[src/rtl/segpg_pkg.sv]
// Shared widths, field positions and encodings for the segment/page translator.
// Assumes 36-bit table words and a 24-bit physical word space.
package segpg_pkg;
    localparam int SEG_W    = 18;
    localparam int OFF_W    = 16;
    localparam int WORD_W   = 10;
    localparam int PAGE_W   = OFF_W - WORD_W;
    localparam int VA_W     = SEG_W + OFF_W;
    localparam int PA_W     = 24;
    localparam int PTR_W    = 18;
    localparam int ALIGN_W  = PA_W - PTR_W;
    localparam int FRAME_W  = PA_W - WORD_W;
    localparam int DW       = 36;
    localparam int DIDX_W   = 10;
    localparam int DPG_W    = SEG_W - DIDX_W;
    localparam int BLK_W    = 6;
    localparam int BIDX_W   = OFF_W - BLK_W;
    localparam int SIZE_W   = BIDX_W + 1;
    localparam int PRES_BIT = DW - 1;
    localparam int RD_BIT   = DW - 2;
    localparam int WR_BIT   = DW - 3;
    localparam int SIZE_LSB = PTR_W;

    typedef enum logic [1:0] {
        FLT_NONE = 2'd0,
        FLT_SEG  = 2'd1,
        FLT_PROT = 2'd2,
        FLT_PAGE = 2'd3
    } fault_t;

    typedef enum logic [2:0] {
        ST_IDLE,
        ST_DPT_RD,
        ST_DPT_CK,
        ST_DSC_RD,
        ST_DSC_CK,
        ST_PTE_RD,
        ST_PTE_CK
    } walk_st_t;
endpackage

[src/rtl/segpg_addr_gen.sv]
// Builds the memory read address for the current walk stage.
// Assumes the base pointers are held stable by the walk controller.
module segpg_addr_gen
    import segpg_pkg::*;
(
    input  walk_st_t               st,
    input  logic [SEG_W-1:0]       seg,
    input  logic [PAGE_W-1:0]      page,
    input  logic [PTR_W-1:0]       dbr_q,
    input  logic [FRAME_W-1:0]     dframe_q,
    input  logic [PTR_W-1:0]       pt_ptr_q,
    output logic [PA_W-1:0]        mem_addr
);
    logic [PA_W-1:0] dpt_addr;
    logic [PA_W-1:0] dsc_addr;
    logic [PA_W-1:0] pte_addr;

    // Per-stage address: aligned base plus the stage's index field.
    always_comb begin
        dpt_addr = {dbr_q, {ALIGN_W{1'b0}}} + PA_W'(seg[SEG_W-1:DIDX_W]);
        dsc_addr = {dframe_q, {WORD_W{1'b0}}} + PA_W'(seg[DIDX_W-1:0]);
        pte_addr = {pt_ptr_q, {ALIGN_W{1'b0}}} + PA_W'(page);
    end

    // Pick the address that belongs to the active read stage.
    always_comb begin
        unique case (st)
            ST_DPT_RD, ST_DPT_CK: mem_addr = dpt_addr;
            ST_DSC_RD, ST_DSC_CK: mem_addr = dsc_addr;
            ST_PTE_RD, ST_PTE_CK: mem_addr = pte_addr;
            default:              mem_addr = dpt_addr;
        endcase
    end
endmodule

[src/rtl/segpg_desc_check.sv]
// Decodes a segment descriptor and judges the access against it.
// Assumes the descriptor word is the memory data of the descriptor read.
module segpg_desc_check
    import segpg_pkg::*;
(
    input  logic [DW-1:0]      desc,
    input  logic               is_write,
    input  logic [BIDX_W-1:0]  off_blk,
    output logic               present,
    output logic               allow,
    output logic [PTR_W-1:0]   pt_ptr
);
    logic [SIZE_W-1:0] size_blk;
    logic              perm_ok;
    logic              in_range;
    logic              unused_rsvd;

    // Field extraction and the permission and size tests.
    always_comb begin
        present  = desc[PRES_BIT];
        perm_ok  = is_write ? desc[WR_BIT] : desc[RD_BIT];
        size_blk = desc[SIZE_LSB +: SIZE_W];
        in_range = {1'b0, off_blk} < size_blk;
        allow    = perm_ok && in_range;
        pt_ptr   = desc[PTR_W-1:0];
    end

    assign unused_rsvd = ^desc[WR_BIT-1:SIZE_LSB+SIZE_W];
endmodule

[src/rtl/segpg_walk_fsm.sv]
// Sequences the three-read walk, holds the request and the base pointers,
// and registers the response. Assumes read data arrives one cycle after
// the strobe and that only one walk runs at a time.
module segpg_walk_fsm
    import segpg_pkg::*;
(
    input  logic                clk,
    input  logic                rst_n,
    input  logic                req_valid,
    input  logic [VA_W-1:0]     req_vaddr,
    input  logic                req_write,
    input  logic [PTR_W-1:0]    dbr_ptr,
    input  logic [DW-1:0]       mem_rdata,
    input  logic                dsc_present,
    input  logic                dsc_allow,
    input  logic [PTR_W-1:0]    dsc_ptr,
    output walk_st_t            st,
    output logic [VA_W-1:0]     va_q,
    output logic                wr_q,
    output logic [PTR_W-1:0]    dbr_q,
    output logic [FRAME_W-1:0]  dframe_q,
    output logic [PTR_W-1:0]    pt_ptr_q,
    output logic                done_q,
    output fault_t              fault_q,
    output logic [PA_W-1:0]     paddr_q
);
    logic entry_present;
    logic unused_entry_bits;

    assign entry_present     = mem_rdata[PRES_BIT];
    assign unused_entry_bits = ^mem_rdata[PRES_BIT-1:FRAME_W];

    // Walk state, captured fields and the registered response.
    always_ff @(posedge clk) begin
        if (!rst_n) begin
            st       <= ST_IDLE;
            va_q     <= '0;
            wr_q     <= 1'b0;
            dbr_q    <= '0;
            dframe_q <= '0;
            pt_ptr_q <= '0;
            done_q   <= 1'b0;
            fault_q  <= FLT_NONE;
            paddr_q  <= '0;
        end else begin
            done_q <= 1'b0;
            unique case (st)
                ST_IDLE: begin
                    if (req_valid) begin
                        va_q  <= req_vaddr;
                        wr_q  <= req_write;
                        dbr_q <= dbr_ptr;
                        st    <= ST_DPT_RD;
                    end
                end
                ST_DPT_RD: st <= ST_DPT_CK;
                ST_DPT_CK: begin
                    if (!entry_present) begin
                        done_q  <= 1'b1;
                        fault_q <= FLT_SEG;
                        paddr_q <= '0;
                        st      <= ST_IDLE;
                    end else begin
                        dframe_q <= mem_rdata[FRAME_W-1:0];
                        st       <= ST_DSC_RD;
                    end
                end
                ST_DSC_RD: st <= ST_DSC_CK;
                ST_DSC_CK: begin
                    if (!dsc_present || !dsc_allow) begin
                        done_q  <= 1'b1;
                        fault_q <= dsc_present ? FLT_PROT : FLT_SEG;
                        paddr_q <= '0;
                        st      <= ST_IDLE;
                    end else begin
                        pt_ptr_q <= dsc_ptr;
                        st       <= ST_PTE_RD;
                    end
                end
                ST_PTE_RD: st <= ST_PTE_CK;
                ST_PTE_CK: begin
                    done_q <= 1'b1;
                    st     <= ST_IDLE;
                    if (!entry_present) begin
                        fault_q <= FLT_PAGE;
                        paddr_q <= '0;
                    end else begin
                        fault_q <= FLT_NONE;
                        paddr_q <= {mem_rdata[FRAME_W-1:0], {WORD_W{1'b0}}}
                                   + PA_W'(va_q[WORD_W-1:0]);
                    end
                end
                default: st <= ST_IDLE;
            endcase
        end
    end
endmodule

[src/rtl/segpg_xlate.sv]
// Top of the segment/page translator: handshake, walk controller, address
// generation and descriptor check. Assumes a memory with one-cycle read latency.
module segpg_xlate
    import segpg_pkg::*;
(
    input  logic                clk,
    input  logic                rst_n,
    input  logic [17:0]         dbr_ptr,
    input  logic                req_valid,
    output logic                req_ready,
    input  logic [33:0]         req_vaddr,
    input  logic                req_write,
    output logic                rsp_done,
    output logic [23:0]         rsp_paddr,
    output logic [1:0]          rsp_fault,
    output logic                mem_rd,
    output logic [23:0]         mem_addr,
    input  logic [35:0]         mem_rdata
);
    walk_st_t               st;
    logic [VA_W-1:0]        va_q;
    logic                   wr_q;
    logic [PTR_W-1:0]       dbr_q;
    logic [FRAME_W-1:0]     dframe_q;
    logic [PTR_W-1:0]       pt_ptr_q;
    logic                   dsc_present;
    logic                   dsc_allow;
    logic [PTR_W-1:0]       dsc_ptr;
    fault_t                 fault_q;

    segpg_walk_fsm u_walk (
        .clk         (clk),
        .rst_n       (rst_n),
        .req_valid   (req_valid),
        .req_vaddr   (req_vaddr),
        .req_write   (req_write),
        .dbr_ptr     (dbr_ptr),
        .mem_rdata   (mem_rdata),
        .dsc_present (dsc_present),
        .dsc_allow   (dsc_allow),
        .dsc_ptr     (dsc_ptr),
        .st          (st),
        .va_q        (va_q),
        .wr_q        (wr_q),
        .dbr_q       (dbr_q),
        .dframe_q    (dframe_q),
        .pt_ptr_q    (pt_ptr_q),
        .done_q      (rsp_done),
        .fault_q     (fault_q),
        .paddr_q     (rsp_paddr)
    );

    segpg_addr_gen u_addr (
        .st       (st),
        .seg      (va_q[VA_W-1:OFF_W]),
        .page     (va_q[OFF_W-1:WORD_W]),
        .dbr_q    (dbr_q),
        .dframe_q (dframe_q),
        .pt_ptr_q (pt_ptr_q),
        .mem_addr (mem_addr)
    );

    segpg_desc_check u_chk (
        .desc     (mem_rdata),
        .is_write (wr_q),
        .off_blk  (va_q[OFF_W-1:BLK_W]),
        .present  (dsc_present),
        .allow    (dsc_allow),
        .pt_ptr   (dsc_ptr)
    );

    // Handshake and strobe decode from the walk state.
    always_comb begin
        req_ready = (st == ST_IDLE);
        mem_rd    = (st == ST_DPT_RD) || (st == ST_DSC_RD) || (st == ST_PTE_RD);
        rsp_fault = fault_q;
    end
endmodule

[config.mk]
export PLATFORM = sky130hd
export DESIGN_NAME = segpg_xlate
export DESIGN_NICKNAME = d
export VERILOG_FILES = /design/src/rtl/segpg_pkg.sv /design/src/rtl/segpg_addr_gen.sv /design/src/rtl/segpg_desc_check.sv /design/src/rtl/segpg_walk_fsm.sv /design/src/rtl/segpg_xlate.sv
export SDC_FILE = /design/constraint.sdc
export NUM_CORES = 1
export LEC_CHECK = 0
export ABC_AREA = 1
export BUFFER_PORTS_ARGS = -buffer_cell sky130_fd_sc_hd__clkbuf_2
export CORE_MARGIN = 2
export CORE_UTILIZATION = 45
export DETAILED_ROUTE_END_ITERATION = 7
export PLACE_DENSITY = 0.69
export SYNTH_ARGS = -nofsm -noshare
export SYNTH_HDL_FRONTEND = slang
export SYNTH_HIERARCHICAL = 1
export SYNTH_SLANG_ARGS = --single-unit
[constraint.sdc]
create_clock -name clk -period 3.4 [get_ports clk]
set_input_delay 0.34 -clock clk [delete_from_list [all_inputs] [get_ports clk]]
set_output_delay 0.34 -clock clk [all_outputs]
set_load 0.02 [all_outputs]
==> results of run 1 <==
## cell families after synthesis
logic type      Yosys count  share of synthesized area (%)
buf+inv                 152                           12.1
simple gates            504                           36.6
fa+ha+maj                12                           2.58
xor+xnor                  5                          0.716
compound gates          124                           10.4
flops                   115                           37.6
## power by group through the flow
stage               logic (mW)  registers [mW]  clock network [mW]
floorplan                0.468            1.54                   0
global placement         0.639            1.54                   0
detailed placement       0.645            1.54                   0
CTS                      0.649            1.51                1.70
global route             0.719            1.52                1.77
finish                   0.646            1.51                1.67
## flip-flops by register name, summed over array words and instances, names as in the netlist
signal,flops
u_walk/dframe_q,14
u_walk/wr_q,1
u_walk/fault_q,2
u_walk/pt_ptr_q,18
u_walk/paddr_q,24
u_walk/st,3
u_walk/va_q,34
u_walk/done_q,1
u_walk/dbr_q,18
## stage by stage
step	std cells	setup slack (ns)	total power, mW
3_5_place_dp	1161	0.866	2.18
2_1_floorplan	912	1.49	2.00
3_3_place_gp	1161	0.878	2.18
4_1_cts	1191	0.447	3.85
6_report	1191	0.448	3.82
5_1_grt	1191	0.154	4.02
## per-layer routing
metal  track usage (%)  share of wire [%]
met1              31.4                 45
met2              37.7                 47
met3              5.14                6.0
met4              8.79                2.2
met5                 0                  0
## worst max-delay path: cells and delay by family (launching register included)
family | cells | cell delay, ns
flops | 1 | 0.65
compound gates | 2 | 0.39
buf+inv | 3 | 0.81
simple gates | 4 | 0.34
## cell usage after synthesis, drive strengths merged
cell,number
o21bai,5
nand2,276
xor2,3
a21o,1
buf,59
o21ai,4
nand4,34
inv,73
clkinv,1
fa,1
ha,11
nand3b,4
or2,1
dfxtp,115
nor3,1
a21oi,114
xnor2,2
nor2,71
clkbuf,19
nand3,117
## how the worst max path moves through the flow
| stage | start | slack, ns | endpoint | cells after the start |
|---|---|---|---|---|
| after global routing | u_walk/st[1] | 0.15 | mem_addr[21] | 9 |
| after detailed placement | mem_rdata[26] | 0.87 | u_walk/fault_q[1] | 14 |
| after global placement | mem_rdata[26] | 0.88 | u_walk/fault_q[1] | 14 |
| after floorplan | u_walk/dbr_q[0] | 1.49 | mem_addr[16] | 9 |
| after CTS | u_walk/st[1] | 0.45 | mem_addr[21] | 9 |
| final | u_walk/st[1] | 0.45 | mem_addr[21] | 9 |
## area by class of cell
cell class	instances	area, sq um
Multi-Input combinational cell	645	3070
Fill cell	1369	6020
Inverter	74	278
Sequential cell	115	2300
Clock buffer	25	505
Timing Repair Buffer	151	796
Tap cell	176	220
Clock inverter	5	50.0
==> results by stage, run 1 <==
Run status:
- The run finished with clean final reports.

Detailed routing:
- The total number of vias is 6112.
- The routed design has 16.7 mm of wire.
- The count of nets left with antenna violations once routing finished came out at 0.
- After detailed routing, the number of remaining DRC violations is 0.
- The number of vias per cell is about 5.
- For this run, the detailed router's first-pass iteration total came to 5.
- The average wire length per cell after detail routing is 14.0 microns.
- For this block, the initial DRC count from the detailed router was 493.

Power:
- The part of the power in registers is 39.5%.
- In this run switching power makes up 28.3% of total power.
- The clock network fraction of total power is 43.6%.
- The leakage component of the power is around 3.3 nW.
- Combinational logic burns 16.9% of the power.
- The internal power contribution is 2.74 mW.
- Power spread over the standard cell area amounts to 529 nW/um^2.
- The worst-case vdd ir drop is 0.352 mV.
- The power spent charging and discharging nets is 1.08 mW.

Logic synthesis:
- Of the synthesized area, sequential elements account for between 30% and 40%.
- The synthesized netlist occupies a cell area of 6120 sq um.
- The synthesized design contains 115 register bits.
- Averaged over all synthesized cells, the footprint is about 6.7 sq um.
- The synthesized instance count is 912.
- The net count of the mapped netlist is 1016.
- In this run the biggest area consumer among cell types represents 37.6% of the synthesized area.
- Summed over all instances, the cell type with the most area after synthesis is dfxtp_1.
- The number of different library cells used by synthesis comes to 30.
- Ranked by total cell area, the synthesized netlist is headed by dfxtp_1 38%, nand2_1 17%, a21oi_1 9.3%, nand3_1 9.2%, inv_1 4.2%.
- Yosys printed 6 warnings.

Timing:
- Clock skew on the completed layout was measured at 0.00804 ns.
- The number of max-slew violations in the final report is 0.
- For the pin with the worst max-slew slack, the measured transition is between 0.8 and 0.9 ns.
- The peak clock frequency supported by timing is 339 MHz.
- Setup violations remaining at the end of the flow were counted as 0.
- The final count of hold timing violations came to 0.
- The tightest hold path in the finished design has a slack of 0.184 ns.
- Setup repair after global routing left no endpoint under its margin.
- The post-layout minimum cycle time is 2.95 ns.
- After layout, the worst path uses a little under 90% of the clock period.
- Adding up every negative setup slack in the final design gives 0 ns.
- Headroom to the max-slew limit came out at 42.0%.

Finish:
- The final core utilization is around 55%.
- In the layout the commonest cells are 271 x nand2_1, 140 x clkbuf_2, 115 x dfxtp_1.
- The share of layout cells above drive strength 1 is 19.9%.
- The number of nets in the layout is approximately 1100.
- Compared with the post-synthesis result, the final layout area differs by 18.1%.
- The antenna diode instance count is 0.
- Leaving out fill and tap cells, the most frequent cell in the layout is nand2_1.
- The summed area of non-filler cells in the final layout is about 7200 sq um.

Place:
- The final RePlAce weighted congestion is roughly 0.81.
- The estimated wirelength of the detail-placed design is 11.4 mm.
- Summing all placed instances gives a cell area of 6670 sq um.
- The quantity of I/O buffers inserted on ports is 140.

Worst hold path:
- The worst hold path passes through 3 cells.
- The class of the worst hold path is input port to flip-flop.
- In this run the most critical hold path is launched from req_vaddr[11].
- For hold timing, the worst endpoint is u_walk/va_q[11].

GRT:
- The number of global-route vias before repair is 5613.
- Entering global routing, the biggest net connects just under 60 pins.
- The initial antenna violation count was 0.
- The wire length of the first global-routing pass is 27.3 mm.
- For this run the aggregate overflow at the end of global routing stands at 0.
- Global routing consumed, over all layers together, 23.6% of the routing resources.

Critical path:
- The endpoint of the worst register-to-register path is u_walk/fault_q[1].
- The worst reg-to-reg path cell count is 12.
- The largest single stage delay on the critical path is 0.65 ns.
- The data arrival time of the critical path is 2.61 ns.
- The worst setup path category is flip-flop to output pin.
- STA classifies the critical path startpoint as a flip-flop.
- The signal on the critical path passes through inv_1, nand2_1, nand2_1, nand2_1, nand2_1, inv_1, o21ai_0, o21bai_1, clkbuf_2.
- The critical path's slowest cell is dfxtp_1.
- The worst-case register-to-register setup slack is about 0.91 ns.
- The category of the worst setup path capture point is an output pin.
- The startpoint identified for the worst register-to-register timing path is u_walk/va_q[15].
- In this run the worst path has a maximum fanout of 22.
- The cell repeated most along the worst path is nand2_1.
- Data on the critical path is required at its endpoint by 3.06 ns.

Clock network:
- The number of gates resized after CTS is 0.
- The TritonCTS clock tree is yes.
- The root buffer selected by CTS is clkbuf_16.
- The clock insertion delay at the later pin of the skew report is 0.40 ns.
- The number of buffers created by CTS is 17.
- The post-CTS setup-driven buffer insertion count is 0.
- The clock input transition at the sequential cells of the worst setup and hold paths is 0.05 ns.
- The number of sinks driven by the clock tree is 115.
- Hold repair after CTS inserted 0 buffers.
- The count of H-tree levels built during CTS is 4.
- No sink is reached through more buffers than the 2 on the longest clock path.

Floorplanning:
- The core region area is 13200 sq um.
- The die width is 121 microns.
- In this run the core area contains 42 standard-cell rows.
- From bottom edge to top edge, the die measures 121 microns.
- The initial utilization of the core area, before any placement, comes to 46.2%.
- The die footprint is 14500 sq um.
- The boundary pin count is around 150.

Run:
- The count of maximum capacitance violations is 0.
Note: power is estimated with default switching activity, not from simulation.
==> run 2, diff against run 1 <==
Settings changed: BUFFER_PORTS_ARGS -buffer_cell sky130_fd_sc_hd__clkbuf_2 to -buffer_cell sky130_fd_sc_hd__buf_2, PLACE_DENSITY 0.69 to 0.78.
==> run 2 against run 1 <==
Against the previous run: sequential cell count did not move; final area barely moved; combinational power is 2% higher; first-iteration DRC count shrank 9.1%; sequential power is essentially flat; largest cell class unchanged; highest routed layer unchanged.
==> results by stage, run 2 (synthesis gave the netlist of run 1 again) <==
Worst hold path:
- The worst hold path stage count is 3.
- The path with the worst hold slack has its endpoint at u_walk/va_q[8].
- The class of the worst hold path is input port to flip-flop.
- The startpoint identified for the worst hold timing path is req_vaddr[8].

GRT:
- The maximum number of pins on one net before global-route repair is 55.
- The number of global-route vias before repair is 5758.
- The first global-routing pass estimated 27.5 mm of wire.
- Global routing finished with a remaining overflow of 0.
- In the global route stage, overall resource usage came out at 23.9%.
- The initial antenna violation count is 0.

Power:
- The cell area power density is around 530 nW/um^2.
- The leakage component of the power is about 3.3 nW.
- The clock network fraction of total power is 43.7%.
- The proportion of power drawn by combinational gates is 17.1%.
- The internal power contribution is about 2.7 mW.
- Net switching is roughly 29% of the power.
- The worst-case vdd ir drop is approximately 0.33 mV.
- The power spent charging and discharging nets is about 1.1 mW.
- The share of total power dissipated in sequential elements is 39.3%.

Clock network:
- Buffers added to address setup during post-CTS repair amount to 0.
- The number of buffers created by CTS is 17.
- For this design, the sink count on the clock tree is 115.
- The number of gates resized after CTS is 0.
- The later pin in the worst-skew pair is clocked with a latency of about 0.4 ns.
- TritonCTS built the clock tree.
- The root buffer selected by CTS is clkbuf_16.
- CTS built an H-tree with a depth of 4.
- Buffers inserted to repair hold after CTS numbered 0.
- After clock tree synthesis, the clock-pin slew on the worst setup and hold paths is 0.06 ns.
- The worst-case clock buffer depth is 2.

Timing:
- The final count of hold timing violations is 0.
- Setup repair after global routing left no endpoint under its margin.
- The worst setup slack after layout is between 0.5 and 0.6 ns.
- The post-layout minimum cycle time is 2.89 ns.
- The transition at the pin with the smallest max-transition slack is 0.867 ns.
- The peak clock frequency supported by timing is between 300 and 400 MHz.
- The final setup TNS is 0 ns.
- The number of max-slew violations in the final report is 0.
- The period utilization is 85.0%.
- Headroom to the max-slew limit came out at 42.1%.
- The count of endpoints failing setup in the final report is 0.
- The clock tree skew after final layout is 0.00691 ns.

Floorplanning:
- For this design the top-level I/O count stands at roughly 150.
- The die span in y is approximately 120 microns.
- For this configuration, the core starts out at a cell density of 46.2%.
- The core region area is about 13000 sq um.
- In this run the core area contains 42 standard-cell rows.
- From left edge to right edge, the die measures 121 microns.
- The die footprint is 14500 sq um.

Finish:
- The final core utilization is 54.5%.
- In the final layout, the share of cells above drive strength 1 is 20.1%.
- More flip-flops sit in one register than any other, and that register is u_walk/va_q.
- The net count of the finished layout is 1107.
- The antenna diode instance count is 0.
- The most common cell after layout, fill and taps aside is nand2_1.
- In the final layout, the registers with the most flip-flops are u_walk/va_q x34, u_walk/paddr_q x24.
- The library cells used most frequently in the layout, excluding fill and tap cells, are 271 x nand2_1, 140 x buf_2, 115 x dfxtp_1.
- The multi-input combinational cells in the finished layout cover a total of 3070 sq um.
- Relative to the synthesized area, the layout overhead comes to 18.0%.
- Fill cells in the final layout number around 1300.
- The register with the most flip-flops in the layout has 34 of them.
- The register area is 2300 sq um.

Detailed routing:
- The total number of vias is about 6200.
- After detailed routing, the number of remaining DRC violations is 0.
- The first detailed-routing pass ran for 5 iterations.
- Once detail routing completed, the nets flagged for antenna violations numbered 0.
- Dividing the detail-routed via count by the number of cells gives 5.22.
- The final layout contains routed wiring with a total length of 17.2 mm.
- The DRC marker count from the first detailed-route iteration is 448.
- The average wire length per cell after detail routing is 14.4 microns.

Place:
- At the placement stage, the worst setup path has a slack of 0.652 ns.
- The quantity of I/O buffers inserted on ports is 140.
- Detailed placement finished with a half-perimeter wire length of 11.4 mm.
- At the end of routability-driven placement, the weighted congestion stood at 0.881.

Critical path:
- Across all register-to-register paths, the minimum setup slack is 0.66 ns.
- The worst reg-to-reg path cell count is 12.
- The largest fanout on the critical path is 24.
- The worst setup path category is flip-flop to output pin.
- The endpoint of the worst register-to-register path is u_walk/pt_ptr_q[12].
- The data arrival time of the critical path is approximately 2.6 ns.
- The launching element type of the critical path is a flip-flop.
- The worst setup path is captured at an output pin.
- The beginning of the worst register-to-register path is u_walk/va_q[14].
- For the worst setup path, the data required time is 3.06 ns.

Run:
- The count of maximum capacitance violations is 0.

Run status:
- The flow ran to the end, and the final reports show no timing, DRC or antenna violations.
==> run 2: cell types whose count changed in the layout (fill, tap and decap cells not counted), sizes merged <==
cell      change
clkinv        +2
clkbuf      -143
clkinvlp      +3
buf         +139
==> run 2: worst max-delay path by stage <==
stage                     cells after the start  slack (ns)             endpoint            start
final                                         9        0.51         mem_addr[23]     u_walk/st[1]
after global routing                          8        0.30         mem_addr[12]     u_walk/st[2]
after CTS                                     9        0.53         mem_addr[21]     u_walk/st[1]
after detailed placement                     14        0.65  u_walk/pt_ptr_q[13]    mem_rdata[27]
after global placement                       15        0.70         u_walk/st[2]    mem_rdata[26]
after floorplan                               9        1.49         mem_addr[16]  u_walk/dbr_q[0]
==> run 2: area by class of cell <==
type | instances | area share (%)
Multi-Input combinational cell | 645 | 42.6
Sequential cell | 115 | 31.9
Timing Repair Buffer | 150 | 10.9
Clock buffer | 22 | 6.57
Inverter | 74 | 3.85
Tap cell | 176 | 3.05
Clock inverter | 10 | 1.14
==> run 2: critical path, stage by stage (launching register included) <==
cell     delay, ns
dfxtp_1       0.61
inv_1         0.08
nand2_1       0.09
nand3_1       0.09
inv_1         0.66
nand2_1       0.15
nand2_1       0.16
inv_1         0.06
nand2_1       0.08
buf_2         0.16
==> run 2: routing by layer <==
metal | global-route usage [%] | wire, microns | part of all wire (%) | vias up
met2 | 38.2 | 8040 | 47 | 246
li1 | - | - | - | 3125
met5 | 0 | 0 | 0 | -
met3 | 6.37 | 1170 | 6.8 | 25
met4 | 9.88 | 318 | 1.9 | 0
met1 | 30.7 | 7660 | 45 | 2827
==> run 2: power by group through the flow <==
stage          sequential, mW  clock (mW)  combinational [mW]
2_1_floorplan            1.54           0               0.468
3_3_place_gp             1.53           0               0.643
3_5_place_dp             1.53           0               0.650
4_1_cts                  1.51        1.70               0.653
5_1_grt                  1.52        1.77               0.727
6_report                 1.51        1.68               0.656
==> run 2: metrics by stage <==
stage | instances | power (mW) | hold slack (ns) | cell area, sq um
after global routing | 1192 | 4.01 | 0.182 | 7220
final | 1192 | 3.84 | 0.189 | 7220
after floorplan | 912 | 2.00 | 0.440 | 6120
after global placement | 1160 | 2.17 | 0.449 | 6660
after CTS | 1192 | 3.86 | 0.178 | 7220
after detailed placement | 1160 | 2.18 | 0.453 | 6660
==> run 3, diff against run 2 <==
Settings changed: ABC_AREA 1 to default, SLEW_MARGIN from default to 20.
==> run 3 against run 2 <==
Against the previous run: critical path depth decreased by 3; utilization increased by 0.11 points; sequential power barely moved; total power is 3.6% lower; worst setup slack got worse by 0.013 ns; sequential cell count is the same; non-clock buffer count increased by 3; synthesized cell count decreased by 20%; maximum frequency decreased by 0.46%; area after synthesis increased by 1.8%; critical path type unchanged; highest routed layer unchanged.
==> results by stage, run 3 <==
Run status:
- The run finished with clean final reports.

Detailed routing:
- The number of vias per cell is 5.42.
- The number of nets with antenna violations after routing is 0.
- The post-route met1 wirelength is 7.30 mm.
- The DRC marker count from the first detailed-route iteration is 480.
- The total number of vias is 5549.
- For this run, the detailed router's first-pass iteration total came to 5.
- The detailed router used layers up to and including met4.
- The average wire length per cell after detail routing is between 15 and 20 microns.
- The total wire length is 15.7 mm.
- The length of routed met2 wiring is 7.34 mm.
- The count of unresolved DRC violations after routing is 0.
- The sum of met3 wire segment lengths after detailed routing is 867 microns.

Finish:
- The register containing the most flip-flops in the final layout is u_walk/va_q.
- For this run, the share of the core covered by cells in the final layout is 54.6%.
- The non-filler instance count after layout is 1024.
- Relative to the synthesized area, the layout overhead comes to 17.5%.
- The summed area of non-filler cells in the final layout is around 7300 sq um.
- The largest registers in the layout are u_walk/va_q x34, u_walk/paddr_q x24.
- The most common cell after layout, fill and taps aside is nand2_1.
- The antenna diode instance count is 0.
- The number of nets in the layout is 940.
- In the layout the commonest cells are 194 x nand2_1, 140 x buf_2, 112 x dfxtp_1.
- The number of flip-flops in the largest register is 34.
- Cells with a size suffix above 1 make up 26.1% of the layout.

Power:
- The completed layout was analyzed and its total power is 3.71 mW.
- For this design the static power due to leakage is approximately 3.1 nW.
- IR analysis of the VDD net gives a maximum drop of 0.328 mV.
- The cell area power density is 506 nW/um^2.

Critical path:
- The largest fanout on the critical path is 29.
- The worst register-to-register path has a setup slack of between 1 and 1.5 ns.
- STA classifies the critical path endpoint as an output pin.
- The worst setup path is of the flip-flop to output pin kind.
- The worst setup path is launched from a flip-flop.
- Counting cells, the worst reg-to-reg path comes to 9.
- The data arrival time of the critical path is 2.57 ns.
- The worst register-to-register path ends at u_walk/paddr_q[17].
- For the worst setup path, the data required time is slightly above 3 ns.
- The beginning of the worst register-to-register path is u_walk/va_q[8].

Place:
- At the end of routability-driven placement, the weighted congestion stood at 0.811.
- Detailed placement finished with a half-perimeter wire length of 10.7 mm.
- The placed instance area is about 6800 sq um.
- At the placement stage, the worst setup path has a slack of 0.865 ns.
- In this run, placement finished with an instance count of 993.
- Buffers placed on the I/O ports in this run total 140.

Logic synthesis:
- The top flip-flop cell by instance count after synthesis is dfxtp_1.
- In the post-synthesis netlist, the cell with the most instances is nand2_1.
- By area the synthesized netlist is led by dfxtp_1 37%, nand2_1 12%, mux2i_1 7.6%, a21oi_1 6.3%, a22o_1 4.5%.
- The dominant cell type by area after synthesis is dfxtp_1.
- Summing every instance area after synthesis gives approximately 6200 sq um.
- The async set-or-reset flop fraction in the synthesized netlist is 0%.
- Counting flops and latches in the post-synthesis netlist gives 115.
- Yosys mapped the design onto 70 distinct sky130hd cell types.
- The net count of the mapped netlist is 838.
- The synthesized design contains 0 enable-type register cells.
- A synthesized cell averages 8.49 sq um.
- For this run, the number of Yosys warnings is 6.
- By count the netlist is led by 194 x nand2_1, 115 x dfxtp_1, 78 x a21oi_1, 47 x mux2i_1, 32 x a22o_1.
- The share of the yosys chip area belonging to registers is 37.0%.
- Of the post-synthesis cell area, the dominant cell type holds between 30 and 40%.
- The synthesized instance count is 734.

Timing:
- The final setup TNS is 0 ns.
- The final count of hold timing violations was 0.
- The number of max-slew violations in the final report came to 0.
- For the pin with the worst max-slew slack, the measured transition is between 0.7 and 0.8 ns.
- The clock tree skew after final layout is roughly 0.007 ns.
- Setup violations remaining at the end of the flow were counted as 0.
- The post-layout minimum cycle time is about 2.9 ns.
- The tightest slew margin relative to the limit is between 40% and 50%.
- The worst hold slack is 0.164 ns.
- Setup repair after global routing left no endpoint under its margin.
- Derived from the worst setup path, the maximum achievable clock frequency is 344 MHz.
- The worst path uses 85.4% of the clock period.
- The worst setup slack after layout is 0.495 ns.

Floorplanning:
- In this run the vertical extent of the chip is 122 microns.
- The die width is approximately 120 microns.
- The standard-cell row count is 42.
- The core region area is 13400 sq um.
- The boundary pin count is 145.
- For this configuration, the core starts out at a cell density of 46.5%.
- The die covers 14800 sq um.

Clock network:
- Counting along the longest clock path gives a buffer depth of 2.
- For the worst-skew pair, the clock arrives at the later sink with an insertion delay of 0.41 ns.
- In this run, post-CTS repair resized a total of 0 instances.
- The post-CTS setup-driven buffer insertion count is 0.
- Clock-pin slew was measured on the worst setup and hold paths at 0.05 ns.
- Buffers inserted to repair hold after CTS numbered 0.
- TritonCTS built the clock tree.
- The number of sinks driven by the clock tree is roughly 120.
- The cell sitting at the root of the clock tree is a clkbuf_16.
- The number of buffers created by CTS is 17.
- The count of H-tree levels built during CTS is 4.

GRT:
- After global routing the overflow that remains totals 0.
- The first global-routing pass estimated 25.7 mm of wire.
- The maximum number of pins on one net before global-route repair is 60.
- The number of global-route vias before repair is about 5200.
- The total routing resource utilization after global routing is 22.1%.
- The initial antenna violation count is 0.

Worst hold path:
- The critical hold path startpoint is req_vaddr[6].
- The path class of the tightest hold or removal check is input port to flip-flop.
- The path with the worst hold slack has its endpoint at u_walk/va_q[6].
- Counting instances, the worst hold path has a depth of 3.

Run:
- Across the run, the number of max-cap violations was 0.
[run 3: cell count changes after synthesis, moves of 11 or more]
cell / change
a21oi_1: -36
a22o_1: +32
buf_2: -13
inv_1: -55
mux2_2: +14
mux2i_1: +47
nand2_1: -77
nand3_1: -105
nand4_1: -33
nor2_1: -48
nor3_1: +11
o211ai_1: +12
o21ai_0: +11
[run 3: final cells by class]
| class | instances | area (sq um) |
|---|---|---|
| clock inverters | 5 | 50.0 |
| inverters | 15 | 56.3 |
| fillers | 1265 | 6080 |
| repair buffers | 153 | 798 |
| clock buffers | 26 | 499 |
| flip-flops and latches | 115 | 2310 |
| well taps | 176 | 220 |
| multi-input cells | 534 | 3390 |
[run 3: worst max path at each step]
stage / start / endpoint / slack, ns / cells past startpoint
floorplan: u_walk/dbr_q[0] / mem_addr[10] / 1.26 / 6
global placement: mem_rdata[20] / u_walk/paddr_q[20] / 0.96 / 11
detailed placement: mem_rdata[20] / u_walk/paddr_q[17] / 0.86 / 11
CTS: u_walk/st[0] / mem_addr[17] / 0.50 / 6
global route: u_walk/st[1] / mem_addr[9] / 0.27 / 5
finish: u_walk/st[0] / mem_addr[17] / 0.49 / 6
[run 3: worst max-delay path, cell delays in order (launching register included)]
cell and delay, ns:
dfxtp_2 0.70, buf_4 0.31, nand2_4 0.07, xnor2_1 0.22, or4_1 0.55, nand3_1 0.13
buf_2 0.18
[run 3: report_power, final]
part,switching [mW],internal [mW]
logic,0.332,0.227
clock network,0.571,1.07
registers,0.0899,1.41
[run 3: logic make-up (layout without fill, tap and decap cells)]
family                   after synthesis  count (layout)  share of synthesized area (%)
multiplexers                          61              61                           10.1
flip-flops                           115             115                           37.0
AND/OR/NAND/NOR                      275             275                           20.9
buffers and inverters                 85             199                           8.66
AO/OA/AOI/OAI                        174             174                           19.1
adder cells (fa/ha/maj)               12              12                           2.53
XOR/XNOR                              12              12                           1.81
[run 3: metal layers]
| metal | GRT usage, % | vias up |
|---|---|---|
| met1 | 28.7 | 2623 |
| met4 | 6.90 | 0 |
| li1 | - | 2757 |
| met5 | 0 | - |
| met2 | 36.2 | 150 |
| met3 | 5.66 | 19 |
